===== src/rtl/uart_modem_pkg.sv =====
package uart_modem_pkg;
  localparam int MCR_RTS_BIT  = 1;
  localparam int MSR_TERI_BIT = 2;
  localparam int MSR_RI_BIT   = 6;

  typedef enum logic {
    REG_MCR = 1'b0,
    REG_MSR = 1'b1
  } reg_sel_e;
endpackage


===== src/rtl/uart_sync.sv =====
module uart_sync #(
  parameter int STAGES = 2
) (
  input  logic clk_i,
  input  logic rst_ni,
  input  logic d_i,
  output logic q_o
);
  logic [STAGES-1:0] stage_q;

  generate
    if (STAGES == 1) begin : g_single
      always_ff @(posedge clk_i or negedge rst_ni) begin
        if (!rst_ni) stage_q <= '0;
        else         stage_q <= d_i;
      end
    end else begin : g_chain
      always_ff @(posedge clk_i or negedge rst_ni) begin
        if (!rst_ni) stage_q <= '0;
        else         stage_q <= {stage_q[STAGES-2:0], d_i};
      end
    end
  endgenerate

  assign q_o = stage_q[STAGES-1];
endmodule


===== src/rtl/uart_ri_flag.sv =====
module uart_ri_flag (
  input  logic clk_i,
  input  logic rst_ni,
  input  logic ri_sync_i,
  input  logic clr_i,
  output logic rise_o,
  output logic flag_o
);
  logic prev_q, flag_q;

  assign rise_o = ri_sync_i & ~prev_q;

  always_ff @(posedge clk_i or negedge rst_ni) begin
    if (!rst_ni) begin
      prev_q <= 1'b0;
      flag_q <= 1'b0;
    end else begin
      prev_q <= ri_sync_i;
      // an edge in the clearing cycle wins
      flag_q <= rise_o | (flag_q & ~clr_i);
    end
  end

  assign flag_o = flag_q;
endmodule


===== src/rtl/uart_mcr_reg.sv =====
module uart_mcr_reg #(
  parameter int DATA_W = 8
) (
  input  logic              clk_i,
  input  logic              rst_ni,
  input  logic              wr_i,
  input  logic [DATA_W-1:0] wdata_i,
  output logic              rts_bit_o
);
  import uart_modem_pkg::*;

  always_ff @(posedge clk_i or negedge rst_ni) begin
    if (!rst_ni)   rts_bit_o <= 1'b0;
    else if (wr_i) rts_bit_o <= wdata_i[MCR_RTS_BIT];
  end
endmodule


===== src/rtl/uart_rts_drive.sv =====
module uart_rts_drive (
  input  logic clk_i,
  input  logic rst_ni,
  input  logic rts_bit_i,
  input  logic loopback_i,
  input  logic auto_rts_en_i,
  input  logic rx_stop_i,
  output logic rts_no
);
  logic force_off;

  assign force_off = loopback_i | (auto_rts_en_i & rx_stop_i);

  // registered so the pin never glitches between sources
  always_ff @(posedge clk_i or negedge rst_ni) begin
    if (!rst_ni) rts_no <= 1'b1;
    else         rts_no <= ~(rts_bit_i & ~force_off);
  end
endmodule


===== src/rtl/uart_modem_ctrl.sv =====
module uart_modem_ctrl #(
  parameter int DATA_W      = 8,
  parameter int SYNC_STAGES = 2
) (
  input  logic              clk_i,
  input  logic              rst_ni,
  input  logic              wr_en_i,
  input  logic              rd_en_i,
  input  logic              addr_i,
  input  logic [DATA_W-1:0] wdata_i,
  output logic [DATA_W-1:0] rdata_o,
  input  logic              loopback_i,
  input  logic              auto_rts_en_i,
  input  logic              rx_stop_i,
  input  logic              ier_msi_i,
  input  logic              ri_i,
  output logic              rts_no,
  output logic              irq_o
);
  import uart_modem_pkg::*;

  logic rts_bit, ri_sync, ri_rise, teri_flag;
  logic mcr_wr, msr_rd;

  assign mcr_wr = wr_en_i & (reg_sel_e'(addr_i) == REG_MCR);
  assign msr_rd = rd_en_i & (reg_sel_e'(addr_i) == REG_MSR);

  uart_mcr_reg #(.DATA_W(DATA_W)) mcr_i (
    .clk_i, .rst_ni, .wr_i(mcr_wr), .wdata_i, .rts_bit_o(rts_bit)
  );

  uart_rts_drive rts_i (
    .clk_i, .rst_ni, .rts_bit_i(rts_bit), .loopback_i,
    .auto_rts_en_i, .rx_stop_i, .rts_no
  );

  uart_sync #(.STAGES(SYNC_STAGES)) ri_sync_i (
    .clk_i, .rst_ni, .d_i(ri_i), .q_o(ri_sync)
  );

  uart_ri_flag ri_flag_i (
    .clk_i, .rst_ni, .ri_sync_i(ri_sync), .clr_i(msr_rd),
    .rise_o(ri_rise), .flag_o(teri_flag)
  );

  always_comb begin
    rdata_o = '0;
    if (reg_sel_e'(addr_i) == REG_MCR) begin
      rdata_o[MCR_RTS_BIT] = rts_bit;
    end else begin
      rdata_o[MSR_RI_BIT]   = ri_sync;
      rdata_o[MSR_TERI_BIT] = teri_flag;
    end
  end

  assign irq_o = teri_flag & ier_msi_i;
endmodule


===== config.mk =====
export PLATFORM = sky130hd
export DESIGN_NAME = uart_modem_ctrl
export DESIGN_NICKNAME = d
export VERILOG_FILES = /design/src/rtl/uart_modem_pkg.sv /design/src/rtl/uart_sync.sv /design/src/rtl/uart_ri_flag.sv /design/src/rtl/uart_mcr_reg.sv /design/src/rtl/uart_rts_drive.sv /design/src/rtl/uart_modem_ctrl.sv
export SDC_FILE = /design/constraint.sdc
export NUM_CORES = 1
export LEC_CHECK = 0
export ABC_CLOCK_PERIOD_IN_PS = 2029
export BUFFER_PORTS_ARGS = -buffer_cell sky130_fd_sc_hd__buf_2
export CAP_MARGIN = 10
export CELL_PAD_IN_SITES_DETAIL_PLACEMENT = 0
export CELL_PAD_IN_SITES_GLOBAL_PLACEMENT = 2
export CORE_MARGIN = 2
export CORE_UTILIZATION = 17
export DETAILED_ROUTE_END_ITERATION = 6
export GPL_TIMING_DRIVEN = 1
export PLACE_DENSITY_LB_ADDON = 0.1
export SKIP_LAST_GASP = 1
export SLEW_MARGIN = 25
export SYNTH_ARGS = -nofsm -noshare
export SYNTH_HDL_FRONTEND = slang
export SYNTH_SLANG_ARGS = --single-unit

===== constraint.sdc =====
create_clock -name clk_i -period 2.03 [get_ports clk_i]
set_input_delay 0.406 -clock clk_i [delete_from_list [all_inputs] [get_ports clk_i]]
set_output_delay 0.406 -clock clk_i [all_outputs]
set_load 0.1 [all_outputs]

== Word level (Yosys, flattened, before mapping) ==
Cells that the tools add are included.

* Output and inout bits: 10
* Input bits: 18
* Logic and storage cells: 22
* Bits in registers: 6
* Bits in read-only memories: 0
* Bits in writable memories: 0
* Memories kept: 0
* Bits in latches: 0

* Equal/unequal tests: 0
* Reductions and logical operators: 0
* Multiply operators: 0
* Order comparisons: 0
* Shifts and indexed selects: 0
* Multiplexer cells: 3
* Divide/modulo/power cells: 0
* Add/subtract/negate cells: 0
* Bitwise gates (word level): 14

{| class="wikitable"
|+ Operators with widths
! operator !! number
|-
| AND 1 bit || 7
|-
| NOT 1 bit || 5
|-
| two-way mux 1 bit || 3
|-
| bitwise OR 1 bit || 2
|}

== Logic depth before layout (Yosys ltp) ==
Gate-level depths: netlist of run 1.

* Word-level depth: 5
* Mapped depth: 2
* Depth with buffers taken out: 2

== Hierarchy ==
Synthesis of run 1 repeated with hierarchy kept, for this count alone.

* Cells, all modules: 24
* Area total of the unflattened synthesis: 281.5 um^2

{| class="wikitable"
|+ By module, submodules not included
! module !! area each (um^2) !! sequential area each (um^2) !! instances !! cells an instance
|-
| uart_modem_ctrl || 78.8 || 0.0 || 1 || 12
|-
| uart_ri_flag || 75.1 || 50.0 || 1 || 5
|-
| uart_sync || 50.0 || 50.0 || 1 || 2
|-
| uart_mcr_reg || 40.0 || 25.0 || 1 || 2
|-
| uart_rts_drive || 37.5 || 26.3 || 1 || 3
|}

== Least setup slack after synthesis of run 1 ==
Ideal clock, no wire load.

* Kind: input -> output
* Start: input port addr_i
* End: output port rdata_o[1]
* Arrival: 1171 ps
* Stages: 1
* Path buffers: 0
* Slack: 453 ps
* Data required time: 1624 ps
* Cells stage by stage: and2b_1

* Word-level cells in the longest chain between the ends: 1

{| class="wikitable"
|+ Ends and longest elaborated chain
! item !! line !! text
|-
| start: declaration || uart_modem_ctrl.sv:9 || <nowiki>input logic addr_i,</nowiki>
|-
| two-way mux 1 bit || uart_modem_ctrl.sv:48 || <nowiki>if (reg_sel_e'(addr_i) == REG_MCR) begin</nowiki>
|-
| end: declaration || uart_modem_ctrl.sv:11 || <nowiki>output logic [DATA_W-1:0] rdata_o,</nowiki>
|}

No other way between the ends.

== Worst setup path in the final report of run 1 ==
* Start: register rts_i.rts_no
* End: output port rts_no

{| class="wikitable"
|+ RTL lines
! item !! line !! text
|-
| start: declaration || uart_rts_drive.sv:8 || <nowiki>output logic rts_no</nowiki>
|-
| start signal: assignment || uart_rts_drive.sv:17 || <nowiki>else rts_no <= ~(rts_bit_i & ~force_off);</nowiki>
|-
| end: declaration || uart_modem_ctrl.sv:17 || <nowiki>output logic rts_no,</nowiki>
|}

No word-level cell between the ends.

==> impl_metrics.tcl, run 1 <==
set metrics [dict create \
    htreeDepth 1 \
    die-area_sq_um 1910 \
    grt_pass1_vias 200 \
    synth_area_leaders "dfrtp_1 (47%), buf_4 (14%), dfstp_2 (9.8%)" \
    peakVddDrop_v 0.000240 \
    final_common_cell "buf_2" \
    drv_cap 0 \
    critPathLaunchType "flip-flop" \
    dp_hpwl_microns 415 \
    core_sq_um 1490 \
    vias 203 \
    rows 14 \
    layout-drive-gt1-share_pct 47.6 \
    grt_pass1_wl_microns 717 \
    cts-resized-gates 0 \
    worstPathCellList "buf_2" \
    fmax_mhz 638 \
    synth_seq_cells 6 \
    ioPinCount 28 \
    cts_root_buf "clkbuf_4" \
    antenna_found_initial 0 \
    rsz0062_at_grt "no" \
    clkPwrFrac_pct 30.2 \
    ys_types 12 \
    clk_pin_slew_worst_paths_ps 50 \
    cpLargestDelayFamily "flip-flops" \
    viasPerCell 3.50 \
    cp_num_buf_inv 1 \
    syn_inst 23 \
    power_per_cell_area_nw_per_um2 1050 \
    crit_type "flip-flop to primary output" \
    grtUsageTotal_pct 6.01 \
    finalSetupViolations 0 \
    crit_required_ps 1620 \
    synthesis.yosys.warnings 0 \
    die_w_microns 43.7 \
    hp-class "input pin to flip-flop" \
    post_drt_wl_per_cell_microns 8.52 \
    layout.nets 61 \
    tritoncts "built" \
    leakage_nw 0.204 \
    firstDrtPassIters 1 \
    cpMaxStageDelayCell "dfstp_2" \
    finish.utilization_pct 25.3 \
    finalSetupTns_ps 0 \
    final_cell_mix "buf_2 (15), conb_1 (5), dfrtp_1 (5), and2_1 (3), clkbuf_4 (3)" \
    fin_skew_ps 4.42 \
    totalWireLength_microns 494 \
    synth_area_sq_um 268 \
    seqPwrFrac_pct 34.7 \
    power_switching_uw 164 \
    finalPower_uw 394 \
    ant_nets 0 \
    n_antenna_cell 0 \
    drt-initial-drc-count 0 \
    area_growth_pct 40.7 \
    outcome "completed" \
    setup.worst_path.end_class "primary output" \
    synth.avg_cell_area_sq_um 11.6 \
    numCtsBuffers 3 \
    route.detailed.drc 0 \
    fill_cells 173 \
    cts_sinks 6 \
    globalRouteOverflowTotal 0 \
    synth_seq_area_share_pct 56.5 \
    synth_top_area_share_pct 46.7 \
    clock_latency_ps 240 \
    layout_min_cycle_time_ps 1570 \
    combPwrFrac_pct 35.1 \
    post-route-period-util_pct 77.2 \
    dieHeight_microns 43.7 \
    max_stage_delay_ps 510 \
    p_sw_share_pct 41.6 \
    critPathMaxFanout 1 \
    initial_core_util_pct 18.0 \
    grt_max_degree 7 \
    cp.arrival_ps 1160 \
    clockBufferDepth 2 \
    p_int_uw 230 \
    portBuffers 15 \
    yosys.area.top_type "dfrtp_1" \
    drv_slew 0 \
    gp_congestion 0.655 \
    hold_viol 0 \
]
state kept, by name (all words and copies together), names as in the netlist:
name,cells
ri_flag_i.prev_q,1
ri_sync_i.stage_q,2
ri_flag_i.flag_o,1
rts_i.rts_no,1
mcr_i.rts_bit_o,1
cell type report:
type                    instances  area (sq um)  share of cell area [%]
flip-flops and latches          6           151                    40.2
multi-input cells              15          90.1                    23.9
repair buffers                 16          85.1                    22.6
clock buffers                   4          26.3                    6.98
well taps                      16          20.0                    5.32
inverters                       1          3.75                   0.997
power by group through the flow:
| stage | registers [mW] | clock network (mW) | logic, mW |
|---|---|---|---|
| after detailed placement | 0.138 | 0 | 0.138 |
| after global routing | 0.138 | 0.130 | 0.143 |
| after CTS | 0.137 | 0.126 | 0.139 |
| final | 0.136 | 0.119 | 0.138 |
| after global placement | 0.138 | 0 | 0.137 |
| after floorplan | 0.150 | 0 | 0.111 |
worst paths after layout:
kind	to	slack, ps	depth (start not counted)	startpoint
min in group asynchronous	ri_sync_i.stage_q[1]$_DFF_PN0_	510	2	rst_ni
hold / removal	ri_sync_i.stage_q[0]$_DFF_PN0_	270	1	ri_i
setup reg to reg	mcr_i.rts_bit_o$_DFFE_PN0P_	1250	1	mcr_i.rts_bit_o$_DFFE_PN0P_
setup / recovery	rts_no	460	1	rts_i.rts_no$_DFF_PN1_
max in group asynchronous	rts_i.rts_no$_DFF_PN1_	1300	2	rst_ni
hold reg to reg	ri_sync_i.stage_q[1]$_DFF_PN0_	340	0	ri_sync_i.stage_q[0]$_DFF_PN0_
what timing repair did:
action                                 in CTS  in global routing
hold buffers                                1                  0
buffers inserted                            0                  0
endpoints found under the hold margin       5                  0
kinds of logic (layout without fill, tap and decap cells):
| group | count (synthesis) | in the layout | share of synthesized area, % |
|---|---|---|---|
| and+or+nand+nor | 8 | 8 | 17.8 |
| other | 1 | 5 | 1.40 |
| DFF | 6 | 6 | 56.5 |
| muxes | 1 | 1 | 5.61 |
| buffers and inverters | 6 | 21 | 15.4 |
| AOI/OAI and AO/OA | 1 | 1 | 3.27 |
through the flow:
step	instances	setup WS (ps)	hold slack, ps	area [sq um]
floorplan	27	453	110	283
CTS	58	442	257	377
finish	58	463	270	377
global route	58	418	253	377
detailed placement	53	495	237	340
global placement	53	495	234	340
synthesized netlist by cell type:
library cell / n
a22o_1: 1
and2_1: 3
and2b_1: 1
buf_4: 5
conb_1: 1
dfrtp_1: 5
dfstp_2: 1
inv_1: 1
mux2_4: 1
nand2_1: 2
nand3b_1: 1
nor2b_1: 1
layer usage:
layer	vias to the layer above	GRT usage (%)	share of wire, %
li1	99	-	-
met1	90	4.94	37
met2	14	8.53	50
met3	0	4.17	13
met4	0	7.27	0
met5	-	0	0
Note: power is estimated with default switching activity, not from simulation.
==> run 2, diff against run 1 <==
- ABC_CLOCK_PERIOD_IN_PS: 2029 -> 1500
- CORE_UTILIZATION: 17 -> 15
- clock period: 2.03 -> 1.5 ns (I/O delays scaled with it)
==> run 2 against run 1 <==
Against the previous run: clock skew is 1.8 ps higher; worst hold slack got worse by 100 ps; non-clock buffer count did not move; clock power up 35%; worst setup slack got worse by 260 ps; die area increased by 12%; cell area increased by 23%; first-iteration DRC count increased by 1; clock-buffer cell count stayed put; routed wire length fell by 2.0%; largest power group unchanged.
==> impl_metrics.tcl, run 2 (same netlist as run 1, synthesis figures left out) <==
set metrics [dict create \
    outcome "completed" \
    vias 200 \
    grt_pass1_vias 175 \
    area_growth_pct 72.9 \
    post_drt_wl_per_cell_microns 7.22 \
    rows 15 \
    finalSetupTns_ps 0 \
    critPathLaunchType "flip-flop" \
    initial_core_util_pct 15.7 \
    numCtsBuffers 3 \
    route.detailed.drc 0 \
    antenna_found_initial 0 \
    die_w_microns 46.3 \
    whs_endpoint "ri_sync_i.stage_q[0]$_DFF_PN0_" \
    cts_sinks 6 \
    crit_type "flip-flop to primary output" \
    clk_pin_slew_worst_paths_ps 50 \
    layout_min_cycle_time_ps 1300 \
    setup.worst_path.end_class "primary output" \
    largest_reg_flops 2 \
    ant_nets 0 \
    drt-initial-drc-count 1 \
    tritoncts "built" \
    ioPinCount 28 \
    cp.arrival_ps 1000 \
    hp-class "input pin to flip-flop" \
    drv_cap 0 \
    fin_skew_ps 6.24 \
    core_sq_um 1710 \
    grt_max_degree 7 \
    globalRouteOverflowTotal 0 \
    grt_pass1_wl_microns 765 \
    post-place-ws_ps 357 \
    clock_latency_ps 240 \
    hold_viol 0 \
    layout-drive-gt1-share_pct 47.6 \
    r2r_slack_ps 720 \
    crit_required_ps 1200 \
    final_common_cell "buf_2" \
    largest-register "ri_sync_i.stage_q" \
    leakage_nw 0.227 \
    totalWireLength_microns 484 \
    layout.nets 61 \
    critPathMaxFanout 3 \
    power_per_cell_area_nw_per_um2 1240 \
    worstPathCellList "and2b_1 -> buf_12" \
    whs_path_depth 1 \
    final_cell_mix "buf_2 (10), conb_1 (5), dfrtp_1 (5), buf_12 (5)" \
    fmax_mhz 771 \
    r2r_cells 1 \
    cpMaxStageDelayCell "dfrtp_1" \
    finalSetupViolations 0 \
    drv_slew 0 \
    firstDrtPassIters 3 \
    dp_hpwl_microns 422 \
    post-route-period-util_pct 86.5 \
    portBuffers 15 \
    worst_slack_ps 203 \
    clockBufferDepth 2 \
    dieHeight_microns 46.3 \
    r2r-end "mcr_i.rts_bit_o$_DFFE_PN0P_" \
    htreeDepth 1 \
    r2r-start "mcr_i.rts_bit_o$_DFFE_PN0P_" \
    layoutNonFillerInstCount 67 \
    rsz0062_at_grt "no" \
    die-area_sq_um 2140 \
    viasPerCell 2.99 \
    n_antenna_cell 0 \
    hp-start "ri_i" \
    gp_congestion 0.684 \
    max_stage_delay_ps 390 \
    cts_root_buf "clkbuf_4" \
    placed_cells 62 \
    peakVddDrop_v 0.000415 \
    grtUsageTotal_pct 5.53 \
]
[run 2: how the worst max path moves through the flow]
stage / depth (start not counted) / end / start / slack (ps)
2_1_floorplan: 1 / rdata_o[6] / ri_sync_i.stage_q[1]$_DFF_PN0_ / 120
3_3_place_gp: 3 / rdata_o[1] / addr_i / 350
3_5_place_dp: 3 / rdata_o[1] / addr_i / 360
4_1_cts: 2 / rdata_o[1] / mcr_i.rts_bit_o$_DFFE_PN0P_ / 180
5_1_grt: 2 / rdata_o[1] / mcr_i.rts_bit_o$_DFFE_PN0P_ / 130
6_report: 2 / rdata_o[1] / mcr_i.rts_bit_o$_DFFE_PN0P_ / 200
[run 2: through the flow]
step	utilization [%]	instance area, sq um	hold slack (ps)	power (mW)
global placement	25.0	427	126	0.415
CTS	27.1	463	155	0.585
global route	27.1	463	151	0.608
finish	27.1	463	166	0.575
detailed placement	25.0	427	129	0.416
floorplan	-	283	4.41	0.354
[run 2: critical path, delay by kind of cell (launching register included)]
family                 cells  cell delay, ps
buffers and inverters      1             170
and+or+nand+nor            1             190
DFF                        1             390
[run 2: where the power goes]
| part | internal (mW) | switching, mW | total, mW | leakage, nW |
|---|---|---|---|---|
| Combinational | 0.0680 | 0.160 | 0.227 | 0.144 |
| Sequential | 0.178 | 0.00882 | 0.187 | 0.0685 |
| Clock | 0.101 | 0.0600 | 0.161 | 0.0150 |
[run 2: area by class of cell]
class                           instances  area [sq um]
Multi-Input combinational cell         15          90.1
Tap cell                               25          31.3
Fill cell                             181          1240
Clock buffer                            4          26.3
Timing Repair Buffer                   16           160
Sequential cell                         6           151
Inverter                                1          3.75
[run 2: metal layers]
| metal | global-route usage (%) | wire length (microns) | vias to the layer above | share of wire, % |
|---|---|---|---|---|
| met1 | 7.35 | 233 | 88 | 48 |
| met4 | 3.43 | 0 | 0 | 0 |
| met2 | 6.11 | 214 | 12 | 44 |
| li1 | - | - | 100 | - |
| met5 | 0 | 0 | - | 0 |
| met3 | 3.92 | 37 | 0 | 7.6 |
[run 2: repair_timing]
| action | in CTS | in global routing |
|---|---|---|
| hold buffers | 1 | 0 |
| hold endpoints to repair | 5 | 0 |
| setup buffers | 0 | 0 |
| resized for setup | 0 | 0 |
==> run 3, diff against run 2 <==
- REMOVE_ABC_BUFFERS: not set -> 1
==> run 3 against run 2 <==
Against the previous run: global-route usage grew 0.080 points; cell area is the same; flip-flop and latch count is the same; clock skew is essentially flat; first-iteration DRC count grew to 3.0 times the previous value; worst setup slack gained 8.0 ps; cell count is the same; critical path type unchanged; largest cell class unchanged; highest routed layer unchanged.
==> impl_metrics.tcl, run 3 (same netlist as run 1, synthesis figures left out) <==
set metrics [dict create \
    outcome "completed" \
    grt_pass1_wl_microns 759 \
    finalSetupTns_ps 0 \
    max_stage_delay_ps 390 \
    grt_max_degree 7 \
    cpMaxStageDelayCell "dfrtp_1" \
    htreeDepth 1 \
    power_per_cell_area_nw_per_um2 1230 \
    crit_required_ps 1200 \
    initial_core_util_pct 15.7 \
    viasPerCell 2.97 \
    layout_min_cycle_time_ps 1290 \
    die-area_sq_um 2140 \
    fin_skew_ps 6.17 \
    post_drt_wl_per_cell_microns 6.93 \
    area_growth_pct 72.9 \
    tritoncts "built" \
    worstPathCellList "and2b_1 -> buf_12" \
    final_cell_mix "buf_2 (10), conb_1 (5), dfrtp_1 (5), buf_12 (5)" \
    final_common_cell "buf_2" \
    gp_congestion 0.598 \
    fmax_mhz 776 \
    peakVddDrop_v 0.000342 \
    critPathLaunchType "flip-flop" \
    grt_pass1_vias 207 \
    totalWireLength_microns 464 \
    route.detailed.drc 0 \
    setup.worst_path.end_class "primary output" \
    largest_reg_flops 2 \
    dieHeight_microns 46.3 \
    rows 15 \
    layout.nets 61 \
    hold_buffers 1 \
    cpLargestDelayFamily "flip-flops" \
    finish.utilization_pct 27.1 \
    crit_type "flip-flop to primary output" \
    cp_num_buf_inv 1 \
    largest-register "ri_sync_i.stage_q" \
    portBuffers 15 \
    grtUsageTotal_pct 5.61 \
    cts-resized-gates 0 \
    ioPinCount 28 \
    drv_slew 0 \
    post-route-period-util_pct 86.0 \
    cts_sinks 6 \
    drt-initial-drc-count 3 \
    clockBufferDepth 2 \
    ant_nets 0 \
    finalSetupViolations 0 \
    die_w_microns 46.3 \
    vias 199 \
    antenna_found_initial 0 \
    globalRouteOverflowTotal 0 \
    leakage_nw 0.227 \
    critPathMaxFanout 3 \
    drv_cap 0 \
    clk_pin_slew_worst_paths_ps 50 \
    hold_viol 0 \
    firstDrtPassIters 2 \
    core_sq_um 1710 \
    numCtsBuffers 3 \
    postCtsSetupRepairBufs 0 \
    layout-drive-gt1-share_pct 47.6 \
    hp-class "input pin to flip-flop" \
    n_antenna_cell 0 \
    cp.arrival_ps 990 \
    dp_hpwl_microns 404 \
    clock_latency_ps 240 \
    cts_root_buf "clkbuf_4" \
    rsz0062_at_grt "no" \
]
-- run 3: cell counts in the layout (fill, tap and decap cells not counted) --
No cell type changed its count.
-- run 3: final timing paths --
kind,startpoint,to,slack (ps),cells past startpoint
hold / removal,ri_i,ri_sync_i.stage_q[0]$_DFF_PN0_,170,1
setup / recovery,mcr_i.rts_bit_o$_DFFE_PN0P_,rdata_o[1],210,2
setup reg to reg,mcr_i.rts_bit_o$_DFFE_PN0P_,mcr_i.rts_bit_o$_DFFE_PN0P_,720,1
max in group asynchronous,rst_ni,rts_i.rts_no$_DFF_PN1_,880,2
hold reg to reg,ri_sync_i.stage_q[0]$_DFF_PN0_,ri_sync_i.stage_q[1]$_DFF_PN0_,350,0
min in group asynchronous,rst_ni,ri_sync_i.stage_q[0]$_DFF_PN0_,400,2
-- run 3: report_power, final --
part	internal [mW]	total, mW	switching, mW
combinational	0.0680	0.228	0.160
sequential	0.178	0.187	0.00874
clock	0.101	0.156	0.0551
-- run 3: per-stage QoR --
step                      setup slack [ps]  std cells  instance area, sq um  power (mW)  hold WS, ps
after floorplan                        117         22                   245       0.343         4.41
after global placement                 362         62                   427       0.415          129
after detailed placement               364         62                   427       0.416          128
after CTS                              196         67                   463       0.582          154
after global routing                   160         67                   463       0.603          155
final                                  211         67                   463       0.570          167
-- run 3: area by class of cell --
type | count | area, sq um
clock buffer | 4 | 26.3
sequential | 6 | 151
multi-input combinational | 15 | 90.1
fill | 192 | 1240
inverter | 1 | 3.75
tap | 25 | 31.3
timing repair buffer | 16 | 160
-- run 3: layer usage --
layer  part of all wire (%)  vias up  track usage [%]
met5                      0        -                0
met1                     37       90             5.21
met2                     56        9             8.33
li1                       -      100                -
met4                      0        0             6.86
met3                    7.1        0             2.35
